--- src/rtl/bist_pkg.sv ---
package bist_pkg;

    localparam int BYTE_W = 8;
    localparam int PRBS_W = 23;
    localparam int TAP_HI = PRBS_W - 1;
    localparam int TAP_LO = 17;
    localparam int POP_W  = $clog2(BYTE_W + 1);

    typedef enum logic {
        PAT_PRBS  = 1'b0,
        PAT_FIXED = 1'b1
    } pat_e;

    typedef enum logic [1:0] {
        CK_IDLE = 2'd0,
        CK_SEED = 2'd1,
        CK_RUN  = 2'd2
    } ck_state_e;

    typedef struct packed {
        logic [PRBS_W-1:0] state;
        logic [BYTE_W-1:0] data;
    } prbs_step_t;

    // Advance the sequence by one byte; earliest bit lands in the MSB.
    function automatic prbs_step_t prbs_advance(input logic [PRBS_W-1:0] s_in);
        prbs_step_t        r;
        logic [PRBS_W-1:0] s;
        logic              nb;
        r = '0;
        s = s_in;
        for (int i = BYTE_W - 1; i >= 0; i--) begin
            nb        = s[TAP_HI] ^ s[TAP_LO];
            s         = {s[PRBS_W-2:0], nb};
            r.data[i] = nb;
        end
        r.state = s;
        return r;
    endfunction

    function automatic logic [POP_W-1:0] ones_in_byte(input logic [BYTE_W-1:0] v);
        logic [POP_W-1:0] n;
        n = '0;
        for (int i = 0; i < BYTE_W; i++) begin
            n = n + POP_W'(v[i]);
        end
        return n;
    endfunction

    function automatic logic [PRBS_W-1:0] lane_seed(input int lane);
        return {PRBS_W{1'b1}} - PRBS_W'(lane);
    endfunction

endpackage

--- src/rtl/bist_gen.sv ---
module bist_gen
    import bist_pkg::*;
#(
    parameter int                LANES    = 4,
    parameter logic [BYTE_W-1:0] FIX_BYTE = 8'h96
) (
    input  logic                    clk,
    input  logic                    rst,
    input  logic                    en_reg,
    input  logic                    en_pin,
    input  logic                    dir,
    input  pat_e                    pat,
    input  logic [LANES*BYTE_W-1:0] norm_a,
    input  logic [LANES*BYTE_W-1:0] norm_b,
    output logic [LANES*BYTE_W-1:0] tx_a,
    output logic [LANES*BYTE_W-1:0] tx_b
);
    localparam int BUS_W = LANES * BYTE_W;

    logic             gen_on;
    logic [BUS_W-1:0] gen_bus;

    assign gen_on = en_reg | en_pin;

    for (genvar g = 0; g < LANES; g++) begin : g_lane
        logic [PRBS_W-1:0] lfsr_q;
        prbs_step_t        nxt;

        always_comb nxt = prbs_advance(lfsr_q);

        assign gen_bus[g*BYTE_W +: BYTE_W] = (pat == PAT_FIXED) ? FIX_BYTE : nxt.data;

        always_ff @(posedge clk) begin
            if (rst || !gen_on) begin
                lfsr_q <= lane_seed(g);
            end else if (pat == PAT_PRBS) begin
                lfsr_q <= nxt.state;
            end
        end
    end

    always_ff @(posedge clk) begin
        if (rst) begin
            tx_a <= '0;
            tx_b <= '0;
        end else begin
            tx_a <= (gen_on && !dir) ? gen_bus : norm_a;
            tx_b <= (gen_on &&  dir) ? gen_bus : norm_b;
        end
    end


    gen_idle_pass_chk: assert property (@(posedge clk) disable iff (rst)
        !(en_reg || en_pin) |=> (tx_a == $past(norm_a)) && (tx_b == $past(norm_b)));


    gen_other_path_chk: assert property (@(posedge clk) disable iff (rst)
        ((en_reg || en_pin) && !dir) |=> (tx_b == $past(norm_b)));


    gen_other_path_b_chk: assert property (@(posedge clk) disable iff (rst)
        ((en_reg || en_pin) && dir) |=> (tx_a == $past(norm_a)));

endmodule

--- src/rtl/bist_lane_chk.sv ---
module bist_lane_chk
    import bist_pkg::*;
#(
    parameter int                CNT_W    = 16,
    parameter logic [BYTE_W-1:0] FIX_BYTE = 8'h96
) (
    input  logic              clk,
    input  logic              rst,
    input  logic              en,
    input  pat_e              pat,
    input  logic [BYTE_W-1:0] rx_byte,
    input  logic              aligned,
    input  logic              clr_cnt,
    input  logic              clr_flag,
    output logic              err_flag,
    output logic [CNT_W-1:0]  err_cnt
);
    localparam int SEED_BYTES = (PRBS_W + BYTE_W - 1) / BYTE_W;
    localparam int SEED_W     = $clog2(SEED_BYTES + 1);

    ck_state_e         st_q;
    logic [PRBS_W-1:0] ref_q;
    logic [SEED_W-1:0] seed_n_q;

    prbs_step_t        step_w;
    logic [BYTE_W-1:0] expect_b;
    logic              check_now;
    logic [POP_W-1:0]  miss_n;
    logic [CNT_W-1:0]  cnt_base;
    logic [CNT_W:0]    cnt_sum;
    logic [CNT_W-1:0]  cnt_d;
    logic [PRBS_W-1:0] ref_shift;

    always_comb begin
        step_w    = prbs_advance(ref_q);
        expect_b  = (pat == PAT_FIXED) ? FIX_BYTE : step_w.data;
        check_now = en && ((st_q == CK_RUN) ||
                           (st_q == CK_IDLE && aligned && pat == PAT_FIXED));
        miss_n    = check_now ? ones_in_byte(rx_byte ^ expect_b) : '0;
        cnt_base  = clr_cnt ? '0 : err_cnt;
        cnt_sum   = {1'b0, cnt_base} + (CNT_W + 1)'(miss_n);
        cnt_d     = cnt_sum[CNT_W] ? '1 : cnt_sum[CNT_W-1:0];
        ref_shift = {ref_q[PRBS_W-BYTE_W-1:0], rx_byte};
    end

    always_ff @(posedge clk) begin
        if (rst) begin
            st_q     <= CK_IDLE;
            ref_q    <= '0;
            seed_n_q <= '0;
            err_flag <= 1'b0;
            err_cnt  <= '0;
        end else begin
            err_cnt <= cnt_d;
            if (!en) begin
                st_q     <= CK_IDLE;
                ref_q    <= '0;
                seed_n_q <= '0;
                err_flag <= 1'b0;
            end else begin
                err_flag <= (err_flag && !clr_flag) || (miss_n != '0);
                case (st_q)
                    CK_IDLE: begin
                        if (aligned) begin
                            if (pat == PAT_FIXED) begin
                                st_q <= CK_RUN;
                            end else begin
                                st_q     <= CK_SEED;
                                ref_q    <= ref_shift;
                                seed_n_q <= SEED_W'(1);
                            end
                        end
                    end
                    CK_SEED: begin
                        ref_q    <= ref_shift;
                        seed_n_q <= seed_n_q + 1'b1;
                        if (seed_n_q == SEED_W'(SEED_BYTES - 1)) begin
                            st_q <= CK_RUN;
                        end
                    end
                    CK_RUN: begin
                        if (pat == PAT_PRBS) begin
                            ref_q <= step_w.state;
                        end
                    end
                    default: st_q <= CK_IDLE;
                endcase
            end
        end
    end


    no_count_unaligned_chk: assert property (@(posedge clk) disable iff (rst)
        (st_q == CK_IDLE && !aligned && !clr_cnt) |=> $stable(err_cnt));


    seed_quiet_chk: assert property (@(posedge clk) disable iff (rst)
        (st_q == CK_SEED && !clr_cnt) |=> $stable(err_cnt));


    cnt_monotonic_chk: assert property (@(posedge clk) disable iff (rst)
        !clr_cnt |=> (err_cnt >= $past(err_cnt)));


    flag_sticky_chk: assert property (@(posedge clk) disable iff (rst)
        (err_flag && en && !clr_flag) |=> err_flag);


    cnt_sat_hold_chk: assert property (@(posedge clk) disable iff (rst)
        (err_cnt == '1 && !clr_cnt) |=> (err_cnt == '1));


    flag_clear_on_disable_chk: assert property (@(posedge clk) disable iff (rst)
        !en |=> !err_flag);

endmodule

--- src/rtl/bist_engine.sv ---
module bist_engine
    import bist_pkg::*;
#(
    parameter int                LANES    = 4,
    parameter int                CNT_W    = 16,
    parameter logic [BYTE_W-1:0] FIX_BYTE = 8'h96
) (
    input  logic                                      clk,
    input  logic                                      rst,
    input  logic                                      gen_en_reg,
    input  logic                                      gen_en_pin,
    input  logic                                      gen_dir,
    input  logic                                      gen_pat,
    input  logic [LANES*BYTE_W-1:0]                   norm_tx_a,
    input  logic [LANES*BYTE_W-1:0]                   norm_tx_b,
    output logic [LANES*BYTE_W-1:0]                   tx_a,
    output logic [LANES*BYTE_W-1:0]                   tx_b,
    input  logic                                      chk_en,
    input  logic                                      chk_src,
    input  logic                                      chk_pat,
    input  logic [LANES*BYTE_W-1:0]                   rx_a,
    input  logic [LANES*BYTE_W-1:0]                   rx_b,
    input  logic [LANES-1:0]                          rx_a_aligned,
    input  logic [LANES-1:0]                          rx_b_aligned,
    output logic [LANES-1:0]                          err_flag,
    input  logic                                      rd_en,
    input  logic                                      rd_sel,
    input  logic [((LANES > 1) ? $clog2(LANES) : 1)-1:0] rd_lane,
    output logic [CNT_W-1:0]                          rd_data
);
    localparam int BUS_W      = LANES * BYTE_W;
    localparam int LANE_IDX_W = (LANES > 1) ? $clog2(LANES) : 1;

    logic [BUS_W-1:0] rx_pick;
    logic [LANES-1:0] al_pick;
    logic [LANES-1:0] lane_flag;
    logic [CNT_W-1:0] lane_cnt [LANES];
    logic             flag_rd;

    assign rx_pick  = chk_src ? rx_b : rx_a;
    assign al_pick  = chk_src ? rx_b_aligned : rx_a_aligned;
    assign flag_rd  = rd_en && !rd_sel;
    assign err_flag = lane_flag;

    bist_gen #(
        .LANES    (LANES),
        .FIX_BYTE (FIX_BYTE)
    ) u_gen (
        .clk    (clk),
        .rst    (rst),
        .en_reg (gen_en_reg),
        .en_pin (gen_en_pin),
        .dir    (gen_dir),
        .pat    (pat_e'(gen_pat)),
        .norm_a (norm_tx_a),
        .norm_b (norm_tx_b),
        .tx_a   (tx_a),
        .tx_b   (tx_b)
    );

    for (genvar g = 0; g < LANES; g++) begin : g_chk
        logic cnt_rd;
        assign cnt_rd = rd_en && rd_sel && (rd_lane == LANE_IDX_W'(g));

        bist_lane_chk #(
            .CNT_W    (CNT_W),
            .FIX_BYTE (FIX_BYTE)
        ) u_lane (
            .clk      (clk),
            .rst      (rst),
            .en       (chk_en),
            .pat      (pat_e'(chk_pat)),
            .rx_byte  (rx_pick[g*BYTE_W +: BYTE_W]),
            .aligned  (al_pick[g]),
            .clr_cnt  (cnt_rd),
            .clr_flag (flag_rd),
            .err_flag (lane_flag[g]),
            .err_cnt  (lane_cnt[g])
        );
    end

    always_ff @(posedge clk) begin
        if (rst) begin
            rd_data <= '0;
        end else if (rd_en) begin
            rd_data <= rd_sel ? lane_cnt[rd_lane] : CNT_W'(lane_flag);
        end
    end


    rd_hold_chk: assert property (@(posedge clk) disable iff (rst)
        !rd_en |=> $stable(rd_data));

endmodule

--- config.mk ---
export PLATFORM = sky130hd
export DESIGN_NAME = bist_engine
export DESIGN_NICKNAME = d
export VERILOG_FILES = /design/src/rtl/bist_pkg.sv /design/src/rtl/bist_gen.sv /design/src/rtl/bist_lane_chk.sv /design/src/rtl/bist_engine.sv
export SDC_FILE = /design/constraint.sdc
export NUM_CORES = 1
export LEC_CHECK = 0
export CAP_MARGIN = 20
export CORE_UTILIZATION = 45
export CTS_BUF_LIST = sky130_fd_sc_hd__clkbuf_8
export DETAILED_ROUTE_END_ITERATION = 10
export GPL_ROUTABILITY_DRIVEN = 0
export PLACE_DENSITY = 0.7
export SYNTH_ARGS = -nofsm -noshare
export SYNTH_HDL_FRONTEND = slang
export SYNTH_SLANG_ARGS = --single-unit
--- constraint.sdc ---
create_clock -name clk -period 7.8 [get_ports clk]
set_clock_uncertainty 0.15 [all_clocks]
set_input_delay 1.17 -clock clk [delete_from_list [all_inputs] [get_ports clk]]
set_output_delay 1.17 -clock clk [all_outputs]
set_load 0.02 [all_outputs]
==> results of run 1 <==
==> placed cells by master (no fill, tap or decap), types with 16 or more instances in the layout <==
cell and count:
inv_1 58, nand2_1 194, clkbuf_8 75, fa_1 20, mux2i_1 196, nor2b_1 38, mux2_2 16, a211oi_1 43
ha_1 32, a21oi_1 115, nor3_1 18, clkdlybuf4s50_1 228, nor2_1 240, and2_1 22, nand2b_1 30, o21ai_0 66
buf_4 19, xnor2_1 56, dfxtp_1 348, xor2_1 74, mux4_2 16, a21o_1 20
==> cell type report <==
cell class / instances / area [um^2] / area share, %
Clock inverter: 26 / 180 / 0.878
Inverter: 41 / 154 / 0.750
Multi-Input combinational cell: 1320 / 9100 / 44.4
Timing Repair Buffer: 251 / 2490 / 12.1
Sequential cell: 348 / 6970 / 34.0
Tap cell: 468 / 586 / 2.86
Clock buffer: 75 / 1030 / 5.03
==> worst reg2reg max path, stage by stage (launching register included) <==
cell and delay [ps]:
dfxtp_1 400, xor2_1 210, nor2_1 70, xor2_1 170, ha_1 310, fa_1 580
inv_1 70, fa_1 500, fa_1 490, fa_1 400, nand2b_1 160, and3b_1 190
ha_1 360, nand3_1 130, and2_1 250, or4_1 690, or2_4 330, o21ai_0 80
==> metrics by stage <==
stage,cells,util (%),hold slack [ps]
after global placement,2426,52.7,289
after global routing,2529,56.2,326
after floorplan,1814,-,282
final,2529,56.2,310
after CTS,2527,56.0,313
after detailed placement,2426,52.7,295
==> per-layer routing <==
| metal | up-vias | track usage, % |
|---|---|---|
| li1 | 6585 | - |
| met1 | 6118 | 27.0 |
| met2 | 324 | 33.1 |
| met3 | 72 | 3.54 |
| met4 | 2 | 7.52 |
| met5 | - | 0 |
==> power breakdown <==
group | internal, uW | switching (uW) | leakage [uW]
Sequential | 1840 | 34.8 | 0.00284
Combinational | 357 | 391 | 0.00458
Clock | 925 | 732 | 0.000691
Total | 3130 | 1160 | 0.00811
==> state kept, by name, summed over array words and instances, names as in the netlist <==
signal	flops
g_chk.u_lane.err_cnt	64
g_chk.u_lane.err_flag	4
g_chk.u_lane.ref_q	92
g_chk.u_lane.seed_n_q	8
g_chk.u_lane.st_q	8
rd_data	16
u_gen.g_lane.lfsr_q	92
u_gen.tx_a	32
u_gen.tx_b	32
==> final timing paths <==
path | from | to | cells past startpoint
min reg2reg | u_gen.g_lane[2].lfsr_q[3] | u_gen.g_lane[2].lfsr_q[11] | 2
min | u_gen.g_lane[2].lfsr_q[3] | u_gen.g_lane[2].lfsr_q[11] | 2
max reg2reg | g_chk[1].u_lane.ref_q[16] | g_chk[1].u_lane.err_cnt[5] | 17
max | chk_src | g_chk[2].u_lane.err_cnt[9] | 18
==> kinds of logic (layout without fill, tap and decap cells) <==
family | after synthesis | after routing | share of synthesized area, %
mux | 232 | 232 | 15.3
compound gates | 286 | 286 | 10.5
fa+ha+maj | 52 | 52 | 4.81
simple gates | 620 | 620 | 17.0
flops | 348 | 348 | 41.8
xor+xnor | 130 | 130 | 6.84
buf+inv | 146 | 393 | 3.73
==> run_results.csv, run 1 <==
group,metric,value,unit
timing,slew_headroom,27.7,%
logic_synthesis,synthFlopType,"dfxtp_1",
cts,cts_setup_buffers,0,
grt,grt_usage,20.4,%
logic_synthesis,synth_most_common_cell,"dfxtp_1",
timing,timing.fmax,157,MHz
cts,clkLatencyLatePin,630,ps
logic_synthesis,synthesis.nets,2015,
setup_path,arrival,6730,ps
logic_synthesis,netlist_area,0.0166,mm^2
power,ir_drop,0.127,mV
logic_synthesis,ys_ff_latch,348,
timing,timing.final.ws_setup,1440,ps
power,p_leak,0.00811,uW
grt,overflow,0,
cts,hold_buffers,0,
run,maxCapViolCount,0,
setup_path,ff2ff_setup_slack,2170,ps
cts,clkTransAtPathRegs,60,ps
cts,cts.sinks,348,
routing,vias_per_cell,5.18,
grt,grt_pass1_wl,63700,um
timing,setup_viol_count_final,0,
timing,setup-tns-final,0,ps
routing,met1_length,18000,um
die,die_area,0.0378,mm^2
place,portBuffers,232,
cts,cts_buffer_depth,3,
timing,finalHoldViolations,0,
setup_path,required,8170,ps
routing,wl_met3,1920,um
setup_path,startpoint_type,"input port",
layout,fin_nets,2220,
logic_synthesis,synthTopCellsByArea,"dfxtp_1 (42%), mux2i_1 (12%), nor2_1 (5.5%)",
layout,drive_above_1_share,8.15,%
logic_synthesis,syn_area_per_cell,9.18,um^2
setup_path,cp_common_cell,"fa_1",
die,initial_core_util,45.6,%
place,dpl_cell_area,0.0192,mm^2
routing,drt_iter0_drc,703,
logic_synthesis,synth.distinct_cells,59,
setup_path,path_delay_family,"adder cells",
outcome,status,"finished clean",
cts,ctsResizeCount,0,
setup_path,slowest_stage,"fa_1",
die,die_x,194,um
logic_synthesis,synth-seq-area-share,41.8,%
routing,post-route-drc-count,0,
routing,drt_pass1_iterations,5,
timing,period_share,81.6,%
die,rows,70,
setup_path,crit_fanout,23,
timing,fin_crit,6360,ps
grt,grt_max_degree,113,
routing,vias,13100,
worst_hold_path,hp-class,"reg -> reg",
timing,final-max-slew-violation-count,0,
setup_path,end_kind,"flop",
routing,wire_per_inst,15.4,um
place,dp_worst_setup_slack,849,ps
die,die_h,194,um
logic_synthesis,yosys.area.top_type_share,41.8,%
grt,grt_pass1_vias,12700,
setup_path,crit_chain,"buf_2 -> buf_4 -> mux2i_1 -> xor2_1 -> ha_1 -> fa_1 -> inv_1 -> fa_1 -> fa_1 -> fa_1 -> nand2b_1 -> and3b_1 -> ha_1 -> nand3_1 -> nand2_1 -> nand4b_1 -> or2_2 -> o21ai_0",
layout,final_area,0.0205,mm^2
logic_synthesis,synth_commonest_cells,"dfxtp_1 (348), nor2_1 (242), mux2i_1 (196)",
routing,ant_nets,0,
logic_synthesis,synthCells,1814,
die,pin_count,233,
layout,area_growth,23.2,%
place,dp_hpwl,27600,um
power,finalPower,4290,uW
cts,h-tree-depth,2,
die,core-area,0.0365,mm^2
logic_synthesis,synth_edf_count,0,
timing,rsz0062_at_grt,"no",
routing,wirelength,38900,um
grt,grt_antenna_before_repair,1,
cts,cts-root-buf,"clkbuf_8",
setup_path,critPathKind,"in -> reg",
timing,worst_pin_slew,1080,ps
setup_path,slowest_delay,540,ps
cts,cts_tree,"done",
logic_synthesis,ys_async_sr_fraction,0,%
power,power_density,209,mW/mm^2
routing,wl_met2,17800,um
layout,antennaDiodeCount,0,
logic_synthesis,synth_largest_area_cell,"dfxtp_1",
setup_path,crit_buf_inv,3,
layout,nFillCells,3255,
cts,cts_inserted_buffers,57,
routing,highest_layer,"met5",
logic_synthesis,yosys_warnings,0,
Power figures use the tool's default switching activity.
==> run 2: changes to the inputs <==
- clock period: 7.8 -> 6.4 ns (I/O delays scaled with it)
==> run 2 against run 1 <==
Global-route usage is essentially flat. Design area is essentially flat. Via count grew 0.21%. Register-to-register slack lost 1100 ps. Flip-flop and latch count is the same. Final cell count grew 0.47%. Critical path depth grew 1.
==> run_results.csv, run 2 (same netlist as run 1, synthesis figures left out) <==
group,metric,value,unit
outcome,status,"finished clean",
power,swShare,27.6,%
place,portBuffers,232,
worst_hold_path,hold_depth,2,
cts,cts_setup_buffers,0,
timing,rsz0062_at_grt,"no",
setup_path,arrival,5930,ps
timing,final-max-slew-violation-count,0,
worst_hold_path,hold_path_end,"u_gen.g_lane[2].lfsr_q[16]",
die,die_x,194,um
routing,drt_pass1_iterations,5,
timing,setup_viol_count_final,0,
timing,worst_pin_slew,1060,ps
grt,grt_antenna_before_repair,0,
die,rows,70,
routing,ant_nets,0,
setup_path,reg2reg_from,"g_chk[1].u_lane.ref_q[15]",
power,p_switching,1440,uW
layout,final_cell_mix,"dfxtp_1 (348), nor2_1 (240), clkdlybuf4s50_1 (228)",
layout,final_common_cell,"dfxtp_1",
grt,grt_pass1_vias,12800,
routing,vias_per_cell,5.17,
setup_path,crit_chain,"buf_2 -> buf_12 -> mux2i_1 -> xor2_1 -> ha_1 -> fa_1 -> inv_1 -> fa_1 -> fa_1 -> fa_1 -> nand2b_1 -> and3b_1 -> ha_1 -> nand3_1 -> a211oi_1 -> buf_4 -> a31oi_1 -> o21ai_0 -> a21oi_1",
layout,antennaDiodeCount,0,
setup_path,critPathKind,"in -> reg",
power,internal_power,3770,uW
timing,setup-tns-final,0,ps
cts,clkTransAtPathRegs,60,ps
cts,hold_buffers,0,
place,dp.cells,2434,
cts,cts.sinks,348,
routing,drt_iter0_drc,791,
power,finalPower,5210,uW
cts,h-tree-depth,2,
setup_path,required,6710,ps
power,power_frac_seq,44.0,%
timing,fin_crit,5630,ps
setup_path,startpoint_type,"input port",
die,pin_count,233,
timing,period_share,87.9,%
setup_path,slowest_delay,540,ps
timing,timing.fmax,178,MHz
place,dp_hpwl,27400,um
layout,area_growth,23.2,%
layout,drive_above_1_share,8.49,%
power,p_leak,0.00813,uW
power,ir_drop,0.166,mV
die,initial_core_util,45.6,%
cts,cts_tree,"done",
layout,final_core_util,56.2,%
setup_path,slowest_stage,"fa_1",
power,clockPowerShare,38.6,%
worst_hold_path,hold_start,"u_gen.g_lane[2].lfsr_q[8]",
cts,cts_inserted_buffers,58,
cts,cts-root-buf,"clkbuf_8",
power,power_density,254,mW/mm^2
setup_path,end_kind,"flop",
setup_path,worst_r2r_endpoint,"g_chk[1].u_lane.err_cnt[9]",
die,die_h,194,um
routing,wirelength,38700,um
timing,finalHoldViolations,0,
cts,ctsResizeCount,0,
cts,clkLatencyLatePin,630,ps
setup_path,crit_fanout,12,
layout,reg_top3,"g_chk.u_lane.ref_q (92), u_gen.g_lane.lfsr_q (92), g_chk.u_lane.err_cnt (64)",
power,p_comb_share,17.4,%
grt,grt_pass1_wl,63600,um
grt,overflow,0,
run,maxCapViolCount,0,
setup_path,reg2reg_depth,17,
grt,grt_usage,20.3,%
routing,wire_per_inst,15.2,um
die,core-area,0.0365,mm^2
routing,vias,13100,
cts,cts_buffer_depth,3,
layout,fin_nets,2227,
setup_path,ff2ff_setup_slack,1040,ps
layout,instances_no_fill,2541,
timing,slew_headroom,28.9,%
worst_hold_path,hp-class,"reg -> reg",
die,die_area,0.0378,mm^2
setup_path,cp_common_cell,"fa_1",
grt,grt_max_degree,79,
routing,post-route-drc-count,0,
==> run 2: layout make-up <==
cell class,count,area (um^2)
clock inverter,36,228
tap,468,586
timing repair buffer,257,2510
fill,3219,16000
inverter,41,154
sequential,348,6970
multi-input combinational,1320,9100
clock buffer,71,977
==> run 2: through the flow <==
step | area, um^2 | hold WS (ps) | setup WS [ps]
final | 20500 | 312 | 775
after global routing | 20500 | 335 | 493
after CTS | 20500 | 315 | 805
after detailed placement | 19300 | 304 | 186
after global placement | 19300 | 291 | 292
after floorplan | 16600 | 282 | 7.46
==> run 2: power groups by stage <==
stage	Sequential [uW]	Combinational (uW)	Clock [uW]
4_1_cts	2290	913	2060
3_3_place_gp	2330	883	0
5_1_grt	2300	1010	2170
2_1_floorplan	2360	578	0
3_5_place_dp	2340	907	0
6_report	2290	906	2010
==> run 2: how the worst max path moves through the flow <==
stage            start                          end  slack, ps  depth (start not counted)
5_1_grt        chk_src   g_chk[3].u_lane.err_cnt[8]        490                         18
4_1_cts        chk_src  g_chk[3].u_lane.err_cnt[12]        800                         19
2_1_floorplan  chk_src  g_chk[3].u_lane.err_cnt[12]          7                         19
6_report       chk_src  g_chk[3].u_lane.err_cnt[12]        770                         19
3_5_place_dp   chk_src  g_chk[3].u_lane.err_cnt[12]        190                         19
3_3_place_gp   rx_b[8]   g_chk[1].u_lane.err_cnt[8]        290                         17
==> run 2: per-layer routing <==
metal	vias to the layer above	routed length [um]	track usage [%]
met5	-	0	0
met4	0	1150	7.32
met3	82	1620	3.45
met2	292	17500	33.0
met1	6150	18400	27.1
li1	6604	-	-
==> run 2: worst max-delay path: cells and delay by family <==
kind / cells / cell delay (ps)
buffers and inverters: 4 / 750
and+or+nand+nor: 3 / 520
AOI/OAI and AO/OA: 4 / 680
xor gates and xnor gates: 1 / 180
adders and majority gates: 6 / 2540
muxes: 1 / 270
